## config.mk

```make
export PLATFORM = sky130hd
export DESIGN_NAME = ir_i2c_regbank
export DESIGN_NICKNAME = d
export VERILOG_FILES = /design/src/rtl/ir_pkg.sv /design/src/rtl/ir_bus_sampler.sv /design/src/rtl/ir_reg_bank.sv /design/src/rtl/ir_i2c_regbank.sv
export SDC_FILE = /design/constraint.sdc
export NUM_CORES = 1
export LEC_CHECK = 0
export BUFFER_PORTS_ARGS = -buffer_cell sky130_fd_sc_hd__buf_2
export CAP_MARGIN = 20
export CORE_MARGIN = 5
export CORE_UTILIZATION = 54
export DETAILED_ROUTE_END_ITERATION = 16
export PLACE_DENSITY = 0.76
export SLEW_MARGIN = 20
export SYNTH_ARGS = -nofsm -noshare
export SYNTH_HDL_FRONTEND = slang
export SYNTH_SLANG_ARGS = --single-unit
```

## constraint.sdc

```tcl
create_clock -name clk -period 2.85 [get_ports clk]
set_input_delay 0.7125 -clock clk [delete_from_list [all_inputs] [get_ports clk]]
set_output_delay 0.7125 -clock clk [all_outputs]
set_load 0.02 [all_outputs]
```

## src/rtl/ir_pkg.sv

```systemverilog
package ir_pkg;

    typedef enum logic [3:0] {
        S_IDLE,
        S_ADDR,
        S_ADDR_ACK,
        S_CMD,
        S_CMD_ACK,
        S_WR,
        S_WR_ACK,
        S_RD,
        S_RD_ACK,
        S_IGNORE
    } ir_state_e;

    // Default contents of the settings registers by index
    function automatic logic [7:0] reg_reset_val(input int unsigned idx);
        logic [7:0] v;
        case (idx)
            2, 4:    v = 8'hFF;
            3, 5:    v = 8'h80;
            default: v = 8'h55;
        endcase
        return v;
    endfunction

endpackage

```

## src/rtl/ir_bus_sampler.sv

```systemverilog
module ir_bus_sampler #(
    parameter int unsigned STAGES = 2
) (
    input  logic clk,
    input  logic rst_n,
    input  logic scl_i,
    input  logic sda_i,
    output logic scl_lvl,
    output logic sda_lvl,
    output logic scl_rise,
    output logic scl_fall,
    output logic start_seen,
    output logic stop_seen
);

    logic [STAGES-1:0] scl_sh;
    logic [STAGES-1:0] sda_sh;
    logic              scl_d;
    logic              sda_d;

    always_ff @(posedge clk or negedge rst_n) begin
        if (!rst_n) begin
            scl_sh <= '1;
            sda_sh <= '1;
            scl_d  <= 1'b1;
            sda_d  <= 1'b1;
        end else begin
            scl_sh <= {scl_sh[STAGES-2:0], scl_i};
            sda_sh <= {sda_sh[STAGES-2:0], sda_i};
            scl_d  <= scl_sh[STAGES-1];
            sda_d  <= sda_sh[STAGES-1];
        end
    end

    assign scl_lvl    = scl_sh[STAGES-1];
    assign sda_lvl    = sda_sh[STAGES-1];
    assign scl_rise   = scl_lvl & ~scl_d;
    assign scl_fall   = ~scl_lvl & scl_d;
    assign start_seen = scl_lvl & scl_d & sda_d & ~sda_lvl;
    assign stop_seen  = scl_lvl & scl_d & ~sda_d & sda_lvl;

endmodule

```

## src/rtl/ir_reg_bank.sv

```systemverilog
module ir_reg_bank #(
    parameter int unsigned NUM_REGS = 10,
    parameter int unsigned IDX_W    = 4,
    parameter int unsigned PIN_W    = 16,
    localparam int unsigned IN_REGS = PIN_W / 8,
    localparam int unsigned NUM_RW  = NUM_REGS - IN_REGS
) (
    input  logic                clk,
    input  logic                rst_n,
    input  logic                wr_en,
    input  logic [IDX_W-1:0]    wr_idx,
    input  logic [7:0]          wr_data,
    input  logic [IDX_W-1:0]    rd_idx,
    input  logic [PIN_W-1:0]    pin_in,
    output logic [7:0]          rd_data,
    output logic [8*NUM_RW-1:0] regs_flat
);
    import ir_pkg::*;

    for (genvar k = 0; k < NUM_RW; k++) begin : g_reg
        localparam logic [7:0] RV = reg_reset_val(k + IN_REGS);
        logic [7:0] q;
        always_ff @(posedge clk or negedge rst_n) begin
            if (!rst_n)
                q <= RV;
            else if (wr_en && wr_idx == IDX_W'(k + IN_REGS))
                q <= wr_data;
        end
        assign regs_flat[k*8 +: 8] = q;
    end

    always_comb begin
        rd_data = 8'h00;
        for (int k = 0; k < int'(IN_REGS); k++)
            if (rd_idx == IDX_W'(k)) rd_data = pin_in[k*8 +: 8];
        for (int k = 0; k < int'(NUM_RW); k++)
            if (rd_idx == IDX_W'(k + IN_REGS)) rd_data = regs_flat[k*8 +: 8];
    end

    // Writes outside the settings range leave every stored byte unchanged
    assert_inert_write_R5: assert property (@(posedge clk) disable iff (!rst_n)
        (wr_en && (wr_idx < IDX_W'(IN_REGS) || wr_idx >= IDX_W'(NUM_REGS)))
        |=> $stable(regs_flat));

endmodule

```

## src/rtl/ir_i2c_regbank.sv

```systemverilog
module ir_i2c_regbank #(
    parameter logic [3:0]  ADDR_PREFIX = 4'b1100,
    parameter int unsigned NUM_REGS    = 10,
    parameter int unsigned PIN_W       = 16,
    parameter int unsigned SYNC_STAGES = 2,
    localparam int unsigned IDX_W      = 4,
    localparam int unsigned AI_BIT     = IDX_W,
    localparam int unsigned NUM_RW     = NUM_REGS - PIN_W / 8
) (
    input  logic                clk,
    input  logic                rst_n,
    input  logic                scl_i,
    input  logic                sda_i,
    output logic                sda_oe_o,
    input  logic [2:0]          strap_i,
    input  logic [PIN_W-1:0]    pin_i,
    output logic [8*NUM_RW-1:0] regs_o
);
    import ir_pkg::*;

    logic scl_lvl, sda_lvl, scl_rise, scl_fall, start_seen, stop_seen;

    ir_bus_sampler #(.STAGES(SYNC_STAGES)) u_smp (
        .clk        (clk),
        .rst_n      (rst_n),
        .scl_i      (scl_i),
        .sda_i      (sda_i),
        .scl_lvl    (scl_lvl),
        .sda_lvl    (sda_lvl),
        .scl_rise   (scl_rise),
        .scl_fall   (scl_fall),
        .start_seen (start_seen),
        .stop_seen  (stop_seen)
    );

    ir_state_e        st, st_nx;
    logic [3:0]       cnt;
    logic [7:0]       rx_sh;
    logic [7:0]       tx_sh;
    logic [IDX_W-1:0] ptr;
    logic             ai;
    logic             rd_mode;
    logic             m_ack;
    logic [7:0]       rd_data;
    logic             wr_en;
    logic             adv;
    logic             addr_hit;
    logic             byte_in_done;
    logic             byte_out_done;

    assign addr_hit      = (rx_sh[7:1] == {ADDR_PREFIX, strap_i});
    assign byte_in_done  = scl_fall && (cnt == 4'd8);
    assign byte_out_done = scl_fall && (cnt == 4'd7);
    assign wr_en         = (st == S_WR) && byte_in_done && !start_seen && !stop_seen;
    assign adv           = ai && !start_seen && !stop_seen &&
                           (((st == S_WR) && byte_in_done) || ((st == S_RD) && byte_out_done));

    function automatic logic [IDX_W-1:0] step_ptr(input logic [IDX_W-1:0] p);
        return (p == IDX_W'(NUM_REGS - 1)) ? '0 : p + 1'b1;
    endfunction

    ir_reg_bank #(.NUM_REGS(NUM_REGS), .IDX_W(IDX_W), .PIN_W(PIN_W)) u_bank (
        .clk       (clk),
        .rst_n     (rst_n),
        .wr_en     (wr_en),
        .wr_idx    (ptr),
        .wr_data   (rx_sh),
        .rd_idx    (ptr),
        .pin_in    (pin_i),
        .rd_data   (rd_data),
        .regs_flat (regs_o)
    );

    // State register
    always_ff @(posedge clk or negedge rst_n) begin
        if (!rst_n) st <= S_IDLE;
        else        st <= st_nx;
    end

    // Next-state logic
    always_comb begin
        st_nx = st;
        if (stop_seen) begin
            st_nx = S_IDLE;
        end else if (start_seen) begin
            st_nx = S_ADDR;
        end else begin
            unique case (st)
                S_IDLE:     st_nx = S_IDLE;
                S_ADDR:     if (byte_in_done) st_nx = addr_hit ? S_ADDR_ACK : S_IGNORE;
                S_ADDR_ACK: if (scl_fall) st_nx = rd_mode ? S_RD : S_CMD;
                S_CMD:      if (byte_in_done) st_nx = S_CMD_ACK;
                S_CMD_ACK:  if (scl_fall) st_nx = S_WR;
                S_WR:       if (byte_in_done) st_nx = S_WR_ACK;
                S_WR_ACK:   if (scl_fall) st_nx = S_WR;
                S_RD:       if (byte_out_done) st_nx = S_RD_ACK;
                S_RD_ACK:   if (scl_fall) st_nx = m_ack ? S_RD : S_IGNORE;
                S_IGNORE:   st_nx = S_IGNORE;
                default:    st_nx = S_IDLE;
            endcase
        end
    end

    // Datapath: bit counter, shifters, pointer
    always_ff @(posedge clk or negedge rst_n) begin
        if (!rst_n) begin
            cnt     <= '0;
            rx_sh   <= '0;
            tx_sh   <= '0;
            ptr     <= '0;
            ai      <= 1'b0;
            rd_mode <= 1'b0;
            m_ack   <= 1'b0;
        end else if (start_seen || stop_seen) begin
            cnt <= '0;
        end else begin
            unique case (st)
                S_ADDR, S_CMD, S_WR: begin
                    if (scl_rise) begin
                        rx_sh <= {rx_sh[6:0], sda_lvl};
                        cnt   <= cnt + 4'd1;
                    end
                    if (byte_in_done) begin
                        if (st == S_ADDR) rd_mode <= rx_sh[0];
                        if (st == S_CMD) begin
                            ptr <= rx_sh[IDX_W-1:0];
                            ai  <= rx_sh[AI_BIT];
                        end
                        if (adv) ptr <= step_ptr(ptr);
                    end
                end
                S_ADDR_ACK, S_CMD_ACK, S_WR_ACK: begin
                    if (scl_fall) begin
                        cnt <= '0;
                        if (st == S_ADDR_ACK && rd_mode) tx_sh <= rd_data;
                    end
                end
                S_RD: begin
                    if (scl_fall) begin
                        tx_sh <= {tx_sh[6:0], 1'b0};
                        cnt   <= cnt + 4'd1;
                        if (adv) ptr <= step_ptr(ptr);
                    end
                end
                S_RD_ACK: begin
                    if (scl_rise) m_ack <= ~sda_lvl;
                    if (scl_fall && m_ack) begin
                        tx_sh <= rd_data;
                        cnt   <= '0;
                    end
                end
                default: ;
            endcase
        end
    end

    // Output logic
    always_comb begin
        sda_oe_o = 1'b0;
        unique case (st)
            S_ADDR_ACK, S_CMD_ACK, S_WR_ACK: sda_oe_o = 1'b1;
            S_RD:                            sda_oe_o = ~tx_sh[7];
            default:                         sda_oe_o = 1'b0;
        endcase
    end

    // A non-matching address sends the slave to the ignore state
    assert_mismatch_ignored_R2: assert property (@(posedge clk) disable iff (!rst_n)
        (st == S_ADDR && byte_in_done && !addr_hit && !start_seen && !stop_seen)
        |=> (st == S_IGNORE && !sda_oe_o));

    // Pointer wraps to zero after the last mapped register
    assert_ptr_wrap_R7: assert property (@(posedge clk) disable iff (!rst_n)
        (adv && ptr == IDX_W'(NUM_REGS - 1)) |=> (ptr == '0));

    // A missing master acknowledge releases the line
    assert_nack_release_R8: assert property (@(posedge clk) disable iff (!rst_n)
        (st == S_RD_ACK && scl_fall && !m_ack && !start_seen && !stop_seen)
        |=> (st == S_IGNORE && !sda_oe_o));

    // The drive on SDA only moves while SCL is low
    assert_sda_moves_scl_low_R8: assert property (@(posedge clk) disable iff (!rst_n)
        (sda_oe_o != $past(sda_oe_o))
        |-> (!scl_lvl || $past(start_seen) || $past(stop_seen)));

    // A START keeps the stored pointer
    assert_start_keeps_ptr_R9: assert property (@(posedge clk) disable iff (!rst_n)
        start_seen |=> (ptr == $past(ptr)));

endmodule

```

# Yosys cells after proc, flatten, opt, wreduce, memory -nomap -nowiden

Index checks and enable logic that the tools add are counted.

Add/sub/neg operators: 2
$mul: 0
Div/mod/pow operators: 0
Order comparisons: 0
Equal/unequal tests: 39
Shifts and indexed selects: 0
Multiplexer cells: 42
Bitwise gates (word level): 13
Reductions and logical operators: 38

Operators with widths:

| kind                                           | count |
|---|---|
| two-way mux 8 bit                              | 14 |
| two-way mux 4 bit                              | 22 |
| == test 4 x 3 -> 1 bit (second input constant) | 9 |
| case mux 4 bit (8 select lines)                | 1 |
| inequality test 4 bit (second input constant)  | 6 |
| case mux 8 bit (3 select lines)                | 1 |
| == test 4 bit (second input constant)          | 5 |
| logical AND 1 bit                              | 19 |
| == test 4 x 2 -> 1 bit (second input constant) | 4 |
| case mux 4 bit (4 select lines)                | 1 |
| inequality test 2 bit (second input constant)  | 6 |
| inequality test 3 bit (second input constant)  | 4 |
| AND reduction 6 bit                            | 2 |
| adder 4 x 1 -> 4 bit (second input constant)   | 2 |
| == test 4 x 1 -> 1 bit (second input constant) | 2 |
| case mux 4 bit (2 select lines)                | 1 |
| AND reduction 4 bit                            | 2 |
| AND 1 bit                                      | 7 |
| == test 7 bit                                  | 1 |
| AND reduction 7 bit                            | 1 |
| inverter 1 bit                                 | 6 |
| AND reduction 3 bit                            | 2 |
| OR reduction 3 bit                             | 2 |
| AND reduction 5 bit                            | 1 |
| 11 further kinds                               | 13 |

Flip-flop bits (word level): 101
Bits in latches: 0
RAM bits: 0
Bits in read-only memories: 0
Input bits: 23
Output and inout bits: 65
Logic and storage cells: 154
Memories kept: 0

# Depth between registers and ports, before layout

Gate-level depths: netlist of the first run.

Depth in word-level cells: 14
Depth in mapped cells: 9

# Modules after synthesis

Synthesis of the first run repeated with hierarchy kept, for this count alone.

Cell total of the unflattened synthesis: 453
Area, all modules: 5417.7 µm²

Modules (own cells, without submodules):

| module         | times used | cells an instance | area each (µm²) | sequential area each (µm²) |
|---|---|---|---|---|
| ir_reg_bank    | 1          | 235               | 3249.4          | 1644.1 |
| ir_i2c_regbank | 1          | 208               | 1978.1          | 775.7 |
| ir_bus_sampler | 1          | 10                | 190.2           | 157.7 |

# Worst setup path after synthesis of the first run

No wires, ideal clock.

Path type: register -> register
From: register u_smp.scl_d
To: register u_bank.g_reg[1].q[0]
Setup time: 0.125 ns
Arrival time: 2.212 ns
Data required time: 2.725 ns
Slack: 0.513 ns
Cell stages (with the launch flop): 9
Period minus slack after synthesis: 2.337 ns
Path through: dfstp_2 and2b_1 buf_4 nand2_2 or3_1 buf_2 or4_4 buf_6 mux2_4

Word-level cells in the longest chain between the ends: 7
Elaborated cells on any way between the ends: 13
Classes of those cells: 6 x bitwise; 7 x reduce/logical

RTL lines:

| item                     | RTL line                                   | RTL |
|---|---|---|
| start: declaration       | ir_bus_sampler.sv:18                       | `logic scl_d;` |
| start signal: assignment | ir_bus_sampler.sv:30                       | `scl_d <= scl_sh[STAGES-1];` |
| AND 1 bit                | ir_bus_sampler.sv:39, ir_bus_sampler.sv:40 |  |
| AND 1 bit (2 in series)  | ir_bus_sampler.sv:39                       | `assign start_seen = scl_lvl & scl_d & sda_d & ~sda_lvl;` |
| logical NOT 1 bit        | ir_i2c_regbank.sv:54                       | `assign wr_en = (st == S_WR) && byte_in_done && !start_seen && !stop_seen;` |
| logical AND 1 bit        | ir_i2c_regbank.sv:54                       |  |
| logical AND 1 bit *      | ir_i2c_regbank.sv:54                       |  |
| logical AND 1 bit *      | ir_reg_bank.sv:26                          | `else if (wr_en && wr_idx == IDX_W'(k + IN_REGS))` |
| end signal: assignment   | ir_reg_bank.sv:27                          | `q <= wr_data;` |
| end: declaration         | ir_reg_bank.sv:22                          | `logic [7:0] q;` |

Every way passes the cells marked *; elsewhere a longest branch is shown, timed or not.
A chain may end at the register's enable or synchronous reset.

# Worst setup path in the final report of the first run

From: register st[1]
To: output port sda_oe_o

Word-level cells in the longest chain between the ends: 3
Elaborated cells on any way between the ends: 6
Classes of those cells: 4 x eq/ne; 1 x mux; 1 x reduce/logical

RTL lines:

| item                                                             | RTL line              | RTL |
|---|---|---|
| start: declaration                                               | ir_i2c_regbank.sv:36  | `ir_state_e st, st_nx;` |
| start signal: assignment                                         | ir_i2c_regbank.sv:77  | `else st <= st_nx;` |
| == test 4 x 2 -> 1 bit or == test 4 x 3 -> 1 bit (tied branches) | ir_i2c_regbank.sv:160 | `unique case (st)` |
| OR reduction 3 bit                                               | ir_i2c_regbank.sv:160 |  |
| case mux 1 bit (2 select lines) *                                | ir_i2c_regbank.sv:160 |  |
| end: declaration                                                 | ir_i2c_regbank.sv:14  | `output logic sda_oe_o,` |

Marks and branches as above.

==> results.sh, run 1 <==
export IMPL_grt_first_pass_wirelength_um=22900
export IMPL_grt_pass1_vias=4159
export IMPL_crit_reg2reg_capture="u_bank.g_reg[1].q[6]$_DFFE_PN0P_"
export IMPL_cts_max_level=3
export IMPL_finalSetupTns_ns=0
export IMPL_initial_utilization=0.552
export IMPL_std_cell_rows=36
export IMPL_route_detailed_wl_per_inst_um=20.7
export IMPL_synthFlopType="sky130_fd_sc_hd__dfrtp_1"
export IMPL_worst_path_largest_cell_delay_ns=0.71
export IMPL_leakagePower_nw=2.78
export IMPL_fin_crit_ns=2.56
export IMPL_pwr_density_cell_nw_per_um2=576
export IMPL_detailedRoute_firstIterationViolations=250
export IMPL_grt_max_degree=62
export IMPL_final_hold_violation_count=0
export IMPL_timing_critical_path_from="st[1]$_DFFE_PN0P_"
export IMPL_worstMarginPinSlew_ns=0.714
export IMPL_dp_worst_setup_slack_ns=0.343
export IMPL_critical_path_endpoint_type="output port"
export IMPL_synth_sequential_area_ratio=0.478
export IMPL_critPathMaxFanout=19
export IMPL_synthTopCellsByArea="sky130_fd_sc_hd__dfrtp_1 28%, sky130_fd_sc_hd__dfstp_2 19%, sky130_fd_sc_hd__mux2_2 15%"
export IMPL_critPathRequiredTime_ns=2.14
export IMPL_final_setup_viol_count=0
export IMPL_clock_pin_slew_worst_setup_and_hold_paths_ns=0.11
export IMPL_fin_area_sq_um=6170
export IMPL_fin_crit_sh=0.898
export IMPL_nets=590
export IMPL_detailroute_via_count=4281
export IMPL_timing_critical_path_slowest_stage_cell="sky130_fd_sc_hd__dfrtp_1"
export IMPL_floorplan_io_pins=88
export IMPL_slew_limit_headroom=0.521
export IMPL_fraction_of_registers_with_async_set_or_reset_after_synthesis=1.00
export IMPL_postPlaceCellArea_sq_um=5990
export IMPL_fmaxAchievable_ghz=0.391
export IMPL_grtUsageTotal=0.250
export IMPL_final_max_slew_viol_count=0
export IMPL_cp_buffers_inverters=2
export IMPL_die_extent_in_x_um=110
export IMPL_start_kind="flip-flop"
export IMPL_hpwlAfterDp_um=10600
export IMPL_firstDrtPassIters=5
export IMPL_gp_routability_congestion=0.916
export IMPL_grt_overflow=0
export IMPL_antenna_left=0
export IMPL_r2r_setup_slack_ns=0.30
export IMPL_port_buffers=87
export IMPL_regToRegStartpoint="u_smp.scl_d$_DFF_PN1_"
export IMPL_cp_cell_sequence="inv_1, o21ai_0, a21oi_1, nor2_1, buf_2"
export IMPL_netlist_cell_type_count=63
export IMPL_clockBufferDepth=2
export IMPL_areaGrowthSynthToFinish_pct=14.5
export IMPL_yosys_area_top_type_share=0.283
export IMPL_drcViolationCount=0
export IMPL_drv_max_cap_violation_count=0
export IMPL_num_antenna_cells=0
export IMPL_tritoncts="done"
export IMPL_post_cts_resize_count=0
export IMPL_rsz0062_at_grt="false"
export IMPL_postCtsHoldBufs=0
export IMPL_buffer_type_at_the_clock_tree_root="sky130_fd_sc_hd__clkbuf_8"
export IMPL_filler_cell_count=796
export IMPL_finish_cell_count_without_fillers=703
export IMPL_final_setup_skew_ns=0.0177
export IMPL_post_cts_setup_buffers=0
export IMPL_mappedNetlistArea_sq_um=5390
export IMPL_number_of_antenna_violations_at_the_first_check_in_global_routing=0
export IMPL_synth_enable_flop_cells=0
export IMPL_synthesis_nets=510
export IMPL_ys_warnings_count=0
export IMPL_max_vdd_ir_drop_uv=391
export IMPL_worst_path_dominant_cell_family="flip-flops"
export IMPL_tritoncts_sinks=101
export IMPL_wl_um=14500
export IMPL_critPathKind="reg2out"
export IMPL_insertion_delay_ns=0.38
export IMPL_die_y_um=110
export IMPL_numCtsBuffers=9
export IMPL_netlist_instances=485
export IMPL_total_die_area_sq_um=12100
export IMPL_final_setup_worst_slack_ns=0.290
export IMPL_postSynthAreaPerCell_sq_um=11.1
export IMPL_run_status="finished clean"
export IMPL_drt_vias_per_instance=6.09
export IMPL_post_place_cells=687
export IMPL_ff2ff_path_depth=5
export IMPL_core_region_area_sq_um=9770
export IMPL_netlist_top_cell_by_area="sky130_fd_sc_hd__dfrtp_1"
export IMPL_critPathArrivalTime_ns=1.85
export IMPL_hp_class="in2async"
export IMPL_drive_above_1_share=0.447
export IMPL_ys_seq_elements=101
## flip-flops by register name, summed over array words and instances, names as in the netlist
register / flops
tx_sh: 8
u_smp.scl_d: 1
u_smp.scl_sh: 2
rx_sh: 8
ptr: 4
u_smp.sda_sh: 2
u_smp.sda_d: 1
cnt: 4
rd_mode: 1
u_bank.g.q: 64
st: 4
m_ack: 1
ai: 1
## layer usage
metal  track usage  part of all wire
met1         0.366              0.45
met2         0.379              0.48
met3        0.0446             0.060
met4        0.0766             0.018
met5             0                 0
## layout make-up
type / count / area (sq um) / area share
multi-input cells: 337 / 2620 / 0.425
flip-flops and latches: 101 / 2580 / 0.418
repair buffers: 104 / 578 / 0.0937
well taps: 133 / 166 / 0.0270
clock buffers: 9 / 124 / 0.0201
clock inverters: 7 / 57.6 / 0.00933
inverters: 12 / 45.0 / 0.00730
## cells in the mapped netlist (10+ instances only)
master	instances
sky130_fd_sc_hd__mux2_2	73
sky130_fd_sc_hd__dfstp_2	40
sky130_fd_sc_hd__nor2_1	27
sky130_fd_sc_hd__nand2_1	19
sky130_fd_sc_hd__o21ai_0	26
sky130_fd_sc_hd__dfrtp_1	61
sky130_fd_sc_hd__nor2b_1	10
sky130_fd_sc_hd__mux2i_1	12
sky130_fd_sc_hd__clkbuf_1	21
sky130_fd_sc_hd__nand2b_1	12
sky130_fd_sc_hd__a21oi_1	31
sky130_fd_sc_hd__inv_1	12
sky130_fd_sc_hd__nor3_1	13
## kinds of logic (layout without fill, tap and decap cells)
kind of cell	after synthesis	in the layout	synth area share
adders and majority gates	2	2	0.00464
AOI/OAI and AO/OA	110	110	0.130
buffers and inverters	47	132	0.0355
DFF	101	101	0.478
xor gates and xnor gates	6	6	0.00975
and+or+nand+nor	122	122	0.128
muxes	97	97	0.214
## layout by cell type (no fill, tap or decap), drive strengths merged, types with 6 or more instances in the layout
cell type | synthesis | routed
buf | 14 | 104
mux2 | 81 | 81
dfrtp | 61 | 61
dfstp | 40 | 40
a21oi | 31 | 31
nor2 | 27 | 27
o21ai | 27 | 27
nand2 | 20 | 20
nor3 | 15 | 15
inv | 12 | 15
nand2b | 12 | 12
mux2i | 12 | 12
nor2b | 10 | 10
nand3 | 9 | 9
a31oi | 9 | 9
clkbuf | 21 | 9
nand3b | 8 | 8
a221oi | 8 | 8
xnor2 | 6 | 6
## how the worst max path moves through the flow
stage | endpoint | slack, ns | cells past startpoint
6_report | sda_oe_o | 0.29 | 5
3_5_place_dp | u_bank.g_reg[1].q[3]$_DFFE_PN0P_ | 0.34 | 5
2_1_floorplan | u_bank.g_reg[1].q[0]$_DFFE_PN0P_ | 0.51 | 8
5_1_grt | sda_oe_o | 0.11 | 5
3_3_place_gp | u_bank.g_reg[1].q[5]$_DFFE_PN0P_ | 0.40 | 5
4_1_cts | sda_oe_o | 0.29 | 5
## metrics by stage
step / hold slack [ns] / total power [W] / util
global placement: 0.345 / 0.00267 / 0.613
detailed placement: 0.347 / 0.00268 / 0.613
finish: 0.303 / 0.00355 / 0.631
CTS: 0.312 / 0.00355 / 0.631
floorplan: 0.345 / 0.00238 / -
global route: 0.333 / 0.00374 / 0.631
## power by group
group | total, W | internal (W) | switching, W | leakage (nW)
logic | 0.000790 | 0.000354 | 0.000436 | 1.47
registers | 0.00188 | 0.00159 | 0.000295 | 1.22
clock network | 0.000879 | 0.000330 | 0.000549 | 0.0881
No activity file was read; power rests on OpenSTA's default activity.
==> run 2, diff against run 1 <==
--- a/config.mk
+++ b/config.mk
@@ -8,10 +8,10 @@
 export BUFFER_PORTS_ARGS = -buffer_cell sky130_fd_sc_hd__buf_2
 export CAP_MARGIN = 20
 export CORE_MARGIN = 5
-export CORE_UTILIZATION = 54
+export CORE_UTILIZATION = 25
 export DETAILED_ROUTE_END_ITERATION = 16
-export PLACE_DENSITY = 0.76
-export SLEW_MARGIN = 20
+export PLACE_DENSITY = 0.49
+export SLEW_MARGIN = 25
 export SYNTH_ARGS = -nofsm -noshare
 export SYNTH_HDL_FRONTEND = slang
 export SYNTH_SLANG_ARGS = --single-unit
==> run 2 against run 1 <==
Effect of this change:
- clock skew down 0.0062 ns
- core utilization down 32 points
- register-to-register slack better by 0.02 ns
- maximum frequency down 2.3%
- sequential share of layout area down 2.3 points
- setup slack worse by 0.061 ns
- flip-flop and latch count unchanged
- global-route usage down 12 points
- first-iteration DRC count up 33%
- sequential power about the same
- critical path type unchanged
==> results.sh, run 2 (synthesized netlist as in run 1, its figures left out) <==
export IMPL_run_status="finished clean"
export IMPL_filler_cell_count=2141
export IMPL_drive_above_1_share=0.453
export IMPL_drv_max_cap_violation_count=0
export IMPL_gp_routability_congestion=0.864
export IMPL_drt_vias_per_instance=4.99
export IMPL_max_vdd_ir_drop_uv=322
export IMPL_ff_latch_area_sq_um=2580
export IMPL_die_y_um=157
export IMPL_grt_overflow=0
export IMPL_timing_critical_path_slowest_stage_cell="sky130_fd_sc_hd__dfrtp_1"
export IMPL_post_cts_resize_count=0
export IMPL_power_total_w=0.00401
export IMPL_fin_crit_ns=2.62
export IMPL_insertion_delay_ns=0.36
export IMPL_postPlaceCellArea_sq_um=6210
export IMPL_grt_max_degree=102
export IMPL_grt_pass1_vias=4310
export IMPL_hp_class="reg2reg"
export IMPL_critPathMaxFanout=21
export IMPL_drcViolationCount=0
export IMPL_largest_reg_flops=64
export IMPL_finalSetupTns_ns=0
export IMPL_start_kind="flip-flop"
export IMPL_pwr_density_cell_nw_per_um2=614
export IMPL_final_hold_violation_count=0
export IMPL_areaGrowthSynthToFinish_pct=21.0
export IMPL_hpwlAfterDp_um=12000
export IMPL_multiInputGateArea_sq_um=2620
export IMPL_tritoncts_sinks=101
export IMPL_core_region_area_sq_um=21200
export IMPL_postCtsHoldBufs=0
export IMPL_cts_max_level=3
export IMPL_nets=596
export IMPL_worst_path_largest_cell_delay_ns=0.74
export IMPL_most_common_layout_cells="86 x sky130_fd_sc_hd__buf_2, 73 x sky130_fd_sc_hd__mux2_2, 61 x sky130_fd_sc_hd__dfrtp_1"
export IMPL_die_extent_in_x_um=157
export IMPL_detailedRoute_firstIterationViolations=333
export IMPL_detailroute_via_count=4246
export IMPL_antenna_left=0
export IMPL_wl_um=16500
export IMPL_final_setup_skew_ns=0.0115
export IMPL_post_cts_setup_buffers=0
export IMPL_fin_crit_sh=0.920
export IMPL_grt_first_pass_wirelength_um=25700
export IMPL_cp_buffers_inverters=2
export IMPL_timing_hold_ws_ns=0.356
export IMPL_critPathArrivalTime_ns=1.91
export IMPL_buffer_type_at_the_clock_tree_root="sky130_fd_sc_hd__clkbuf_16"
export IMPL_cp_cell_sequence="inv_1, o21ai_0, a21oi_1, nor2_1, buf_2"
export IMPL_firstDrtPassIters=5
export IMPL_rsz0062_at_grt="false"
export IMPL_clock_pin_slew_worst_setup_and_hold_paths_ns=0.07
export IMPL_final_setup_viol_count=0
export IMPL_worstMarginPinSlew_ns=0.656
export IMPL_slew_limit_headroom=0.560
export IMPL_critPathKind="reg2out"
export IMPL_number_of_antenna_violations_at_the_first_check_in_global_routing=0
export IMPL_std_cell_rows=53
export IMPL_num_antenna_cells=0
export IMPL_fin_area_sq_um=6530
export IMPL_layout_commonest_cell="sky130_fd_sc_hd__buf_2"
export IMPL_critical_path_endpoint_type="output port"
export IMPL_route_detailed_wl_per_inst_um=19.3
export IMPL_port_buffers=87
export IMPL_reg_largest_list="u_bank.g.q x64, rx_sh x8, tx_sh x8"
export IMPL_leakagePower_nw=2.87
export IMPL_total_die_area_sq_um=24600
export IMPL_final_max_slew_viol_count=0
export IMPL_worst_path_dominant_cell_family="flip-flops"
export IMPL_floorplan_io_pins=88
export IMPL_clockBufferDepth=2
export IMPL_registers_top_by_ff_count="u_bank.g.q"
export IMPL_initial_utilization=0.255
export IMPL_critPathRequiredTime_ns=2.14
export IMPL_grtUsageTotal=0.134
export IMPL_fmaxAchievable_ghz=0.381
export IMPL_tritoncts="done"
export IMPL_numCtsBuffers=9
run 2: final cells by class:
type	count	share of cell area
Multi-Input combinational cell	337	0.402
Sequential cell	101	0.395
Timing Repair Buffer	110	0.0955
Tap cell	275	0.0527
Clock buffer	10	0.0366
Clock inverter	6	0.0115
Inverter	12	0.00690
run 2: worst paths after layout:
kind                            slack (ns)  depth (start not counted)                          endpoint                      start
worst max-delay path                  0.23                          5                          sda_oe_o          st[1]$_DFFE_PN0P_
worst min-delay path                  0.36                          0         u_smp.scl_sh[1]$_DFF_PN1_  u_smp.scl_sh[0]$_DFF_PN1_
worst max register to register        0.32                          5  u_bank.g_reg[1].q[5]$_DFFE_PN0P_      u_smp.scl_d$_DFF_PN1_
worst min register to register        0.36                          0         u_smp.scl_sh[1]$_DFF_PN1_  u_smp.scl_sh[0]$_DFF_PN1_
max in group asynchronous             2.01                          2                 st[1]$_DFFE_PN0P_                      rst_n
min in group asynchronous             0.41                          2                 st[0]$_DFFE_PN0P_                      rst_n
run 2: where the power goes:
part	internal (W)	leakage (nW)	switching [W]
Combinational	0.000364	1.50	0.000469
Clock	0.000719	0.152	0.000584
Sequential	0.00159	1.22	0.000281
run 2: stage by stage:
step / instances / utilization / worst slack, ns
finish: 851 / 0.309 / 0.228
global route: 851 / 0.309 / 0.0693
CTS: 851 / 0.309 / 0.217
detailed placement: 835 / 0.294 / 0.333
global placement: 835 / 0.294 / 0.387
floorplan: 485 / - / 0.513
run 2: layer usage:
layer	share of wire	up-vias	routed length, um	track usage
met1	0.46	2157	7580	0.185
met3	0.038	14	621	0.0213
li1	-	1965	-	-
met5	0	-	0	0
met4	0.014	0	223	0.0434
met2	0.49	110	8030	0.216
